==> config.mk <==
export PLATFORM = sky130hd
export DESIGN_NAME = acq_event_status
export DESIGN_NICKNAME = d
export VERILOG_FILES = /design/src/rtl/acq_evt_pkg.sv /design/src/rtl/acq_seq_fsm.sv /design/src/rtl/acq_win_delay.sv /design/src/rtl/acq_event_status.sv
export SDC_FILE = /design/constraint.sdc
export NUM_CORES = 1
export LEC_CHECK = 0
export BUFFER_PORTS_ARGS = -buffer_cell sky130_fd_sc_hd__buf_2
export CORE_MARGIN = 2
export CORE_UTILIZATION = 49
export DETAILED_ROUTE_END_ITERATION = 10
export PLACE_DENSITY = 0.83
export SLEW_MARGIN = 40
export SYNTH_ARGS = -nofsm -noshare
export SYNTH_HDL_FRONTEND = slang
export SYNTH_HIERARCHICAL = 1
export SYNTH_SLANG_ARGS = --single-unit
==> constraint.sdc <==
create_clock -name clk -period 2.75 [get_ports clk]
set_input_delay 0.275 -clock clk [delete_from_list [all_inputs] [get_ports clk]]
set_output_delay 0.275 -clock clk [all_outputs]
set_load 0.05 [all_outputs]
==> src/rtl/acq_evt_pkg.sv <==
package acq_evt_pkg;

    typedef enum logic [1:0] {
        ST_IDLE  = 2'd0,
        ST_CONV  = 2'd1,
        ST_DRAIN = 2'd2
    } acq_state_e;

    localparam int STAT_W  = 16;
    localparam int B_OVF   = 0;
    localparam int B_DONE  = 1;
    localparam int B_START = 2;
    localparam int B_RDY   = 3;
    localparam int B_WHI   = 4;
    localparam int B_WLO   = 5;
    localparam int B_ISTOP = 15;

    localparam logic [STAT_W-1:0] STICKY_MASK =
        (STAT_W'(1) << B_OVF) | (STAT_W'(1) << B_DONE) | (STAT_W'(1) << B_START) |
        (STAT_W'(1) << B_WHI) | (STAT_W'(1) << B_WLO) | (STAT_W'(1) << B_ISTOP);

endpackage

==> src/rtl/acq_seq_fsm.sv <==
module acq_seq_fsm
    import acq_evt_pkg::*;
#(
    parameter int CNT_W = 8
) (
    input  logic             clk,
    input  logic             rst_n,
    input  logic             start_i,
    input  logic             stop_i,
    input  logic             sample_vld_i,
    input  logic [CNT_W-1:0] target_i,
    input  logic             xfer_en_i,
    input  logic             buf_empty_i,
    output logic             start_evt_o,
    output logic             istop_evt_o,
    output logic             done_evt_o
);

    acq_state_e       state_q, state_d;
    logic [CNT_W-1:0] cnt_q;
    logic             hit;
    logic             full_end;
    logic             conv_end;

    assign hit      = ({1'b0, cnt_q} + (CNT_W+1)'(1)) == {1'b0, target_i};
    assign full_end = sample_vld_i && hit;
    assign conv_end = full_end || stop_i;

    always_ff @(posedge clk or negedge rst_n) begin
        if (!rst_n) state_q <= ST_IDLE;
        else        state_q <= state_d;
    end

    always_ff @(posedge clk or negedge rst_n) begin
        if (!rst_n)                                   cnt_q <= '0;
        else if (state_q == ST_IDLE && start_i)       cnt_q <= '0;
        else if (state_q == ST_CONV && sample_vld_i)  cnt_q <= cnt_q + CNT_W'(1);
    end

    always_comb begin
        state_d = state_q;
        unique case (state_q)
            ST_IDLE:  if (start_i)     state_d = ST_CONV;
            ST_CONV:  if (conv_end)    state_d = xfer_en_i ? ST_DRAIN : ST_IDLE;
            ST_DRAIN: if (buf_empty_i) state_d = ST_IDLE;
            default:                   state_d = ST_IDLE;
        endcase
    end

    always_comb begin
        start_evt_o = 1'b0;
        istop_evt_o = 1'b0;
        done_evt_o  = 1'b0;
        unique case (state_q)
            ST_IDLE:  start_evt_o = start_i;
            ST_CONV: begin
                istop_evt_o = stop_i && !full_end;
                done_evt_o  = conv_end && !xfer_en_i;
            end
            ST_DRAIN: done_evt_o = buf_empty_i;
            default: ;
        endcase
    end

    // a stop seen while idle leaves the sequencer idle
    a_r4_stop_idle_ignored: assert property (@(posedge clk) disable iff (!rst_n)
        (state_q == ST_IDLE && stop_i && !start_i) |=> (state_q == ST_IDLE));

    // a start while converting does not reset the count
    a_r2_no_restart: assert property (@(posedge clk) disable iff (!rst_n)
        (state_q == ST_CONV && !sample_vld_i && !stop_i) |=> (cnt_q == $past(cnt_q)));

    // draining never finishes while the buffer holds data
    a_r6_drain_holds: assert property (@(posedge clk) disable iff (!rst_n)
        (state_q == ST_DRAIN && !buf_empty_i) |=> (state_q == ST_DRAIN));

endmodule

==> src/rtl/acq_win_delay.sv <==
module acq_win_delay #(
    parameter int CLK_LAT = 4,
    parameter int STB_LAT = 4
) (
    input  logic clk,
    input  logic rst_n,
    input  logic det_i,
    input  logic stb_i,
    output logic fire_o
);

    logic [CLK_LAT-1:0] clk_pipe;
    logic [STB_LAT-1:0] stb_pipe;
    logic               clk_out;

    assign clk_out = clk_pipe[CLK_LAT-1];
    assign fire_o  = stb_i && stb_pipe[STB_LAT-1];

    always_ff @(posedge clk or negedge rst_n) begin
        if (!rst_n) begin
            clk_pipe <= '0;
            stb_pipe <= '0;
        end else begin
            clk_pipe[0] <= det_i;
            for (int i = 1; i < CLK_LAT; i++) clk_pipe[i] <= clk_pipe[i-1];
            if (stb_i) begin
                stb_pipe[0] <= clk_out;
                for (int i = 1; i < STB_LAT; i++) stb_pipe[i] <= stb_pipe[i-1];
            end else begin
                stb_pipe[0] <= stb_pipe[0] || clk_out;
            end
        end
    end

    // a pending token only enters the strobe stage from the clock stage
    a_r11_token_from_clock: assert property (@(posedge clk) disable iff (!rst_n)
        $rose(stb_pipe[0]) |-> $past(clk_out));

endmodule

==> src/rtl/acq_event_status.sv <==
module acq_event_status
    import acq_evt_pkg::*;
#(
    parameter int CNT_W   = 8,
    parameter int DATA_W  = 12,
    parameter int CLK_LAT = 4,
    parameter int STB_LAT = 4
) (
    input  logic              clk,
    input  logic              rst_n,
    input  logic              start_i,
    input  logic              stop_i,
    input  logic [CNT_W-1:0]  target_i,
    input  logic              sample_vld_i,
    input  logic [DATA_W-1:0] sample_i,
    input  logic [DATA_W-1:0] win_lo_i,
    input  logic [DATA_W-1:0] win_hi_i,
    input  logic              win_en_i,
    input  logic              xfer_en_i,
    input  logic              buf_empty_i,
    input  logic              buf_rd_i,
    input  logic [15:0]       clr_i,
    output logic [15:0]       status_o,
    output logic [15:0]       evt_o
);

    localparam int NWIN = 2;

    logic              start_evt, istop_evt, done_evt;
    logic              ovf_evt;
    logic              unread_q;
    logic              rdy_q;
    logic [NWIN-1:0]   win_det;
    logic [NWIN-1:0]   win_fire;
    logic [STAT_W-1:0] set_vec;
    logic [STAT_W-1:0] flags_q;
    logic [STAT_W-1:0] evt_q;

    acq_seq_fsm #(.CNT_W(CNT_W)) u_seq (
        .clk         (clk),
        .rst_n       (rst_n),
        .start_i     (start_i),
        .stop_i      (stop_i),
        .sample_vld_i(sample_vld_i),
        .target_i    (target_i),
        .xfer_en_i   (xfer_en_i),
        .buf_empty_i (buf_empty_i),
        .start_evt_o (start_evt),
        .istop_evt_o (istop_evt),
        .done_evt_o  (done_evt)
    );

    assign win_det[0] = sample_vld_i && win_en_i && (sample_i < win_lo_i);
    assign win_det[1] = sample_vld_i && win_en_i && (sample_i > win_hi_i);

    for (genvar w = 0; w < NWIN; w++) begin : g_win
        acq_win_delay #(.CLK_LAT(CLK_LAT), .STB_LAT(STB_LAT)) u_dly (
            .clk   (clk),
            .rst_n (rst_n),
            .det_i (win_det[w]),
            .stb_i (sample_vld_i),
            .fire_o(win_fire[w])
        );
    end

    assign ovf_evt = sample_vld_i && !buf_rd_i &&
                     (xfer_en_i ? !buf_empty_i : unread_q);

    always_comb begin
        set_vec          = '0;
        set_vec[B_OVF]   = ovf_evt;
        set_vec[B_DONE]  = done_evt;
        set_vec[B_START] = start_evt;
        set_vec[B_WHI]   = win_fire[1];
        set_vec[B_WLO]   = win_fire[0];
        set_vec[B_ISTOP] = istop_evt;
    end

    always_ff @(posedge clk or negedge rst_n) begin
        if (!rst_n) begin
            unread_q <= 1'b0;
            rdy_q    <= 1'b0;
            flags_q  <= '0;
            evt_q    <= '0;
        end else begin
            if (sample_vld_i)  unread_q <= 1'b1;
            else if (buf_rd_i) unread_q <= 1'b0;
            rdy_q    <= !buf_empty_i;
            flags_q  <= (flags_q & ~(clr_i & STICKY_MASK)) | set_vec;
            evt_q    <= set_vec & ~(STAT_W'(1) << B_ISTOP);
            evt_q[B_RDY] <= !buf_empty_i && !rdy_q;
        end
    end

    always_comb begin
        status_o        = flags_q & STICKY_MASK;
        status_o[B_RDY] = rdy_q;
    end
    assign evt_o = evt_q;

    // sticky flags hold unless cleared
    a_r12_ovf_sticky: assert property (@(posedge clk) disable iff (!rst_n)
        (status_o[B_OVF] && !clr_i[B_OVF]) |=> status_o[B_OVF]);
    a_r12_done_sticky: assert property (@(posedge clk) disable iff (!rst_n)
        (status_o[B_DONE] && !clr_i[B_DONE]) |=> status_o[B_DONE]);
    a_r12_istop_sticky: assert property (@(posedge clk) disable iff (!rst_n)
        (status_o[B_ISTOP] && !clr_i[B_ISTOP]) |=> status_o[B_ISTOP]);

    // an event pulse always comes with its flag raised
    a_r13_done_pulse_flag: assert property (@(posedge clk) disable iff (!rst_n)
        evt_o[B_DONE] |-> status_o[B_DONE]);

    // a window flag rises only right after a sample strobe
    a_r11_wlo_on_strobe: assert property (@(posedge clk) disable iff (!rst_n)
        $rose(status_o[B_WLO]) |-> $past(sample_vld_i));

    // reserved bits never rise
    a_r1_reserved_zero: assert property (@(posedge clk) disable iff (!rst_n)
        1'b1 |=> (status_o[14:6] == '0));

endmodule

==> impl_metrics.yaml <==
place:
  numPortBuffers: 71
  placed_area_mm2: 0.00288
  post-dp-hpwl_um: 3880
  gp_congestion: 0.829
  dp.cells: 388
  dp_slack_ns: 0.656
setup_path:
  path_class: "reg2reg"
  timing.rr.end: "u_seq/state_q[1]"
  ff2ff_setup_slack_ns: 0.59
  start_kind: "flip-flop"
  cp.arrival_ns: 2.33
  r2r-start: "u_seq/cnt_q[0]"
  crit_fanout: 4
  worstSetupEndpointType: "flip-flop"
  required_ns: 2.93
  r2r_cells: 8
timing:
  setup_viol: 0
  post-route-period-util_pct: 78.4
  hold_ws_ns: 0.173
  setup_tns_ns: 0
  rsz0062_at_grt: "no"
  hold_viol_final: 0
  drv_slew: 0
  fin_crit_ns: 2.16
  setup_slack_ns: 0.595
  skew_ns: 0.00905
  fmax_mhz: 464
clock_network:
  cts_num_sinks: 40
  hold_buffers: 1
  post_cts_buffers: 0
  max-clock-path-buffers: 2
  cts_tree: "yes"
  root_buffer: "clkbuf_8"
  clk_pin_slew_ns: 0.07
  cts_made_buffers: 5
  clk_latency_ns: 0.29
  cts_resized: 0
  cts_htree_levels: 2
route:
  route.detailed.drc: 0
  ant_nets: 0
  first_pass_iters: 4
  wl_per_cell_um: 11.7
  vias: 1921
  drtIter0Drc: 97
  wirelength_um: 4650
  vias_per_cell: 4.84
global_routing:
  grt_pass1_wl_um: 7630
  grt_pass1_vias: 1785
  grt.overflow.total: 0
  antenna_found_initial: 0
  grt_max_degree: 26
  grt_usage_pct: 17.8
finish:
  final_area_mm2: 0.00298
  final_net_count: 425
  multi_input_area_mm2: 0.00125
  final-instance-count-excl-fill: 397
  drive_gt1_share_pct: 29.1
  regArea_mm2: 0.00100
  diodes: 0
  nFillCells: 438
  area_delta_synth_final_pct: 19.4
pwr:
  p_leak_nw: 1.71
  power_density_mw_per_mm2: 609
  ir_drop_mv: 0.340
min_path:
  hold_end: "evt_o[0]"
  hold_depth: 2
  hp-start: "buf_rd_i"
  hold_path.class: "in2reg"
logic_synthesis:
  synth_ff_type: "dfrtp_1"
  synth_area_leaders: "dfrtp_1, ha_1, inv_1, buf_4, a21o_1"
  seq_area_frac_synth_pct: 40.1
  yosysTopAreaCellShare_pct: 40.1
  synth_edf_count: 0
  yosysWarnings: 6
  synth-seq-cells: 40
  avgSynthCellArea_um2: 9.91
  ys_async_sr_fraction_pct: 100
  synth_top_area_cell: "dfrtp_1"
  syn_area_mm2: 0.00250
  synth_cell_type_count: 44
  postSynthCellCount: 252
die:
  ios: 101
  initial_core_util_pct: 51.8
  core_mm2: 0.00482
  die-height_um: 75.4
  dieArea_mm2: 0.00568
  placementRows: 25
  die_w_um: 75.4
job:
  max_cap_violations: 0
status:
  outcome: "finished clean"
==> registers in the layout, indices dropped and copies added, names as in the netlist <==
register and flops:
evt_o 6, u_seq/state_q 2, flags_q 6, g_win.u_dly/clk_pipe 8, rdy_q 1, u_seq/cnt_q 8
g_win.u_dly/stb_pipe 8, unread_q 1
==> per-layer routing <==
layer | GRT usage [%] | share of wire (%) | up-vias
li1 | - | - | 961
met5 | 0 | 0 | -
met1 | 21.0 | 42 | 886
met2 | 31.0 | 50 | 65
met3 | 4.89 | 6.5 | 9
met4 | 7.02 | 1.8 | 0
==> cell usage after synthesis (all sizes together) (6+ instances only) <==
cell and number:
a21o 13, a21oi 12, buf 20, dfrtp 40
ha 27, inv 41, mux2 6, nand2 8
nand3 8, nor2 14, o21ai 7, xnor2 6
xor2 6
==> layout by cell type (no fill, tap or decap), types with 3 or more instances in the layout <==
master / n
nor2b_1: 3
nand3_1: 6
xor2_1: 6
a21oi_1: 12
a21o_1: 13
dfrtp_1: 40
nand2_1: 8
nor2_1: 14
conb_1: 19
mux2_2: 6
mux2i_1: 5
clkbuf_8: 6
buf_2: 71
xnor2_1: 6
o21ai_0: 6
nand4_1: 4
inv_1: 41
ha_1: 27
==> area by class of cell <==
cell class                 instances  area share, %
sequential                        40           33.6
timing repair buffer              73           13.2
tap                               67           2.81
inverter                          41           5.16
multi-input combinational        168           42.1
clock buffer                       7           2.90
clock inverter                     1          0.252
==> how the worst max path moves through the flow <==
stage | startpoint | end | slack (ns) | cells after the start
finish | u_seq/cnt_q[0] | u_seq/state_q[1] | 0.59 | 8
global route | u_seq/cnt_q[0] | u_seq/state_q[1] | 0.50 | 8
CTS | u_seq/cnt_q[0] | u_seq/state_q[1] | 0.63 | 8
detailed placement | u_seq/cnt_q[0] | u_seq/state_q[1] | 0.66 | 8
global placement | u_seq/cnt_q[0] | u_seq/state_q[1] | 0.70 | 8
floorplan | u_seq/cnt_q[0] | u_seq/state_q[1] | 0.84 | 8
==> critical path, stage by stage (launching register included) <==
cell	delay, ns
dfrtp_1	0.45
ha_1	0.25
nand3_1	0.14
or2_1	0.32
mux2i_1	0.14
mux2i_1	0.16
nand3_2	0.13
a31o_1	0.27
a22o_1	0.18
==> kinds of logic (layout without fill, tap and decap cells) <==
group	Yosys count	in the layout	synth area share [%]
muxes	11	11	4.71
buffers and inverters	62	122	12.3
other	1	19	0.150
adders and majority gates	27	27	13.5
DFF	40	40	40.1
xor gates and xnor gates	12	12	4.21
AOI/OAI and AO/OA	48	48	13.2
and+or+nand+nor	51	51	11.7
==> through the flow <==
stage               total power, mW  util [%]
floorplan                      1.27         -
CTS                            1.83      61.9
global route                   1.94      61.9
detailed placement             1.44      59.7
global placement               1.41      59.1
finish                         1.82      61.9
==> power breakdown <==
group	internal [mW]	switching, mW	total, mW
clock	0.204	0.187	0.390
combinational	0.234	0.447	0.681
sequential	0.686	0.0593	0.745
Power figures use the tool's default switching activity.
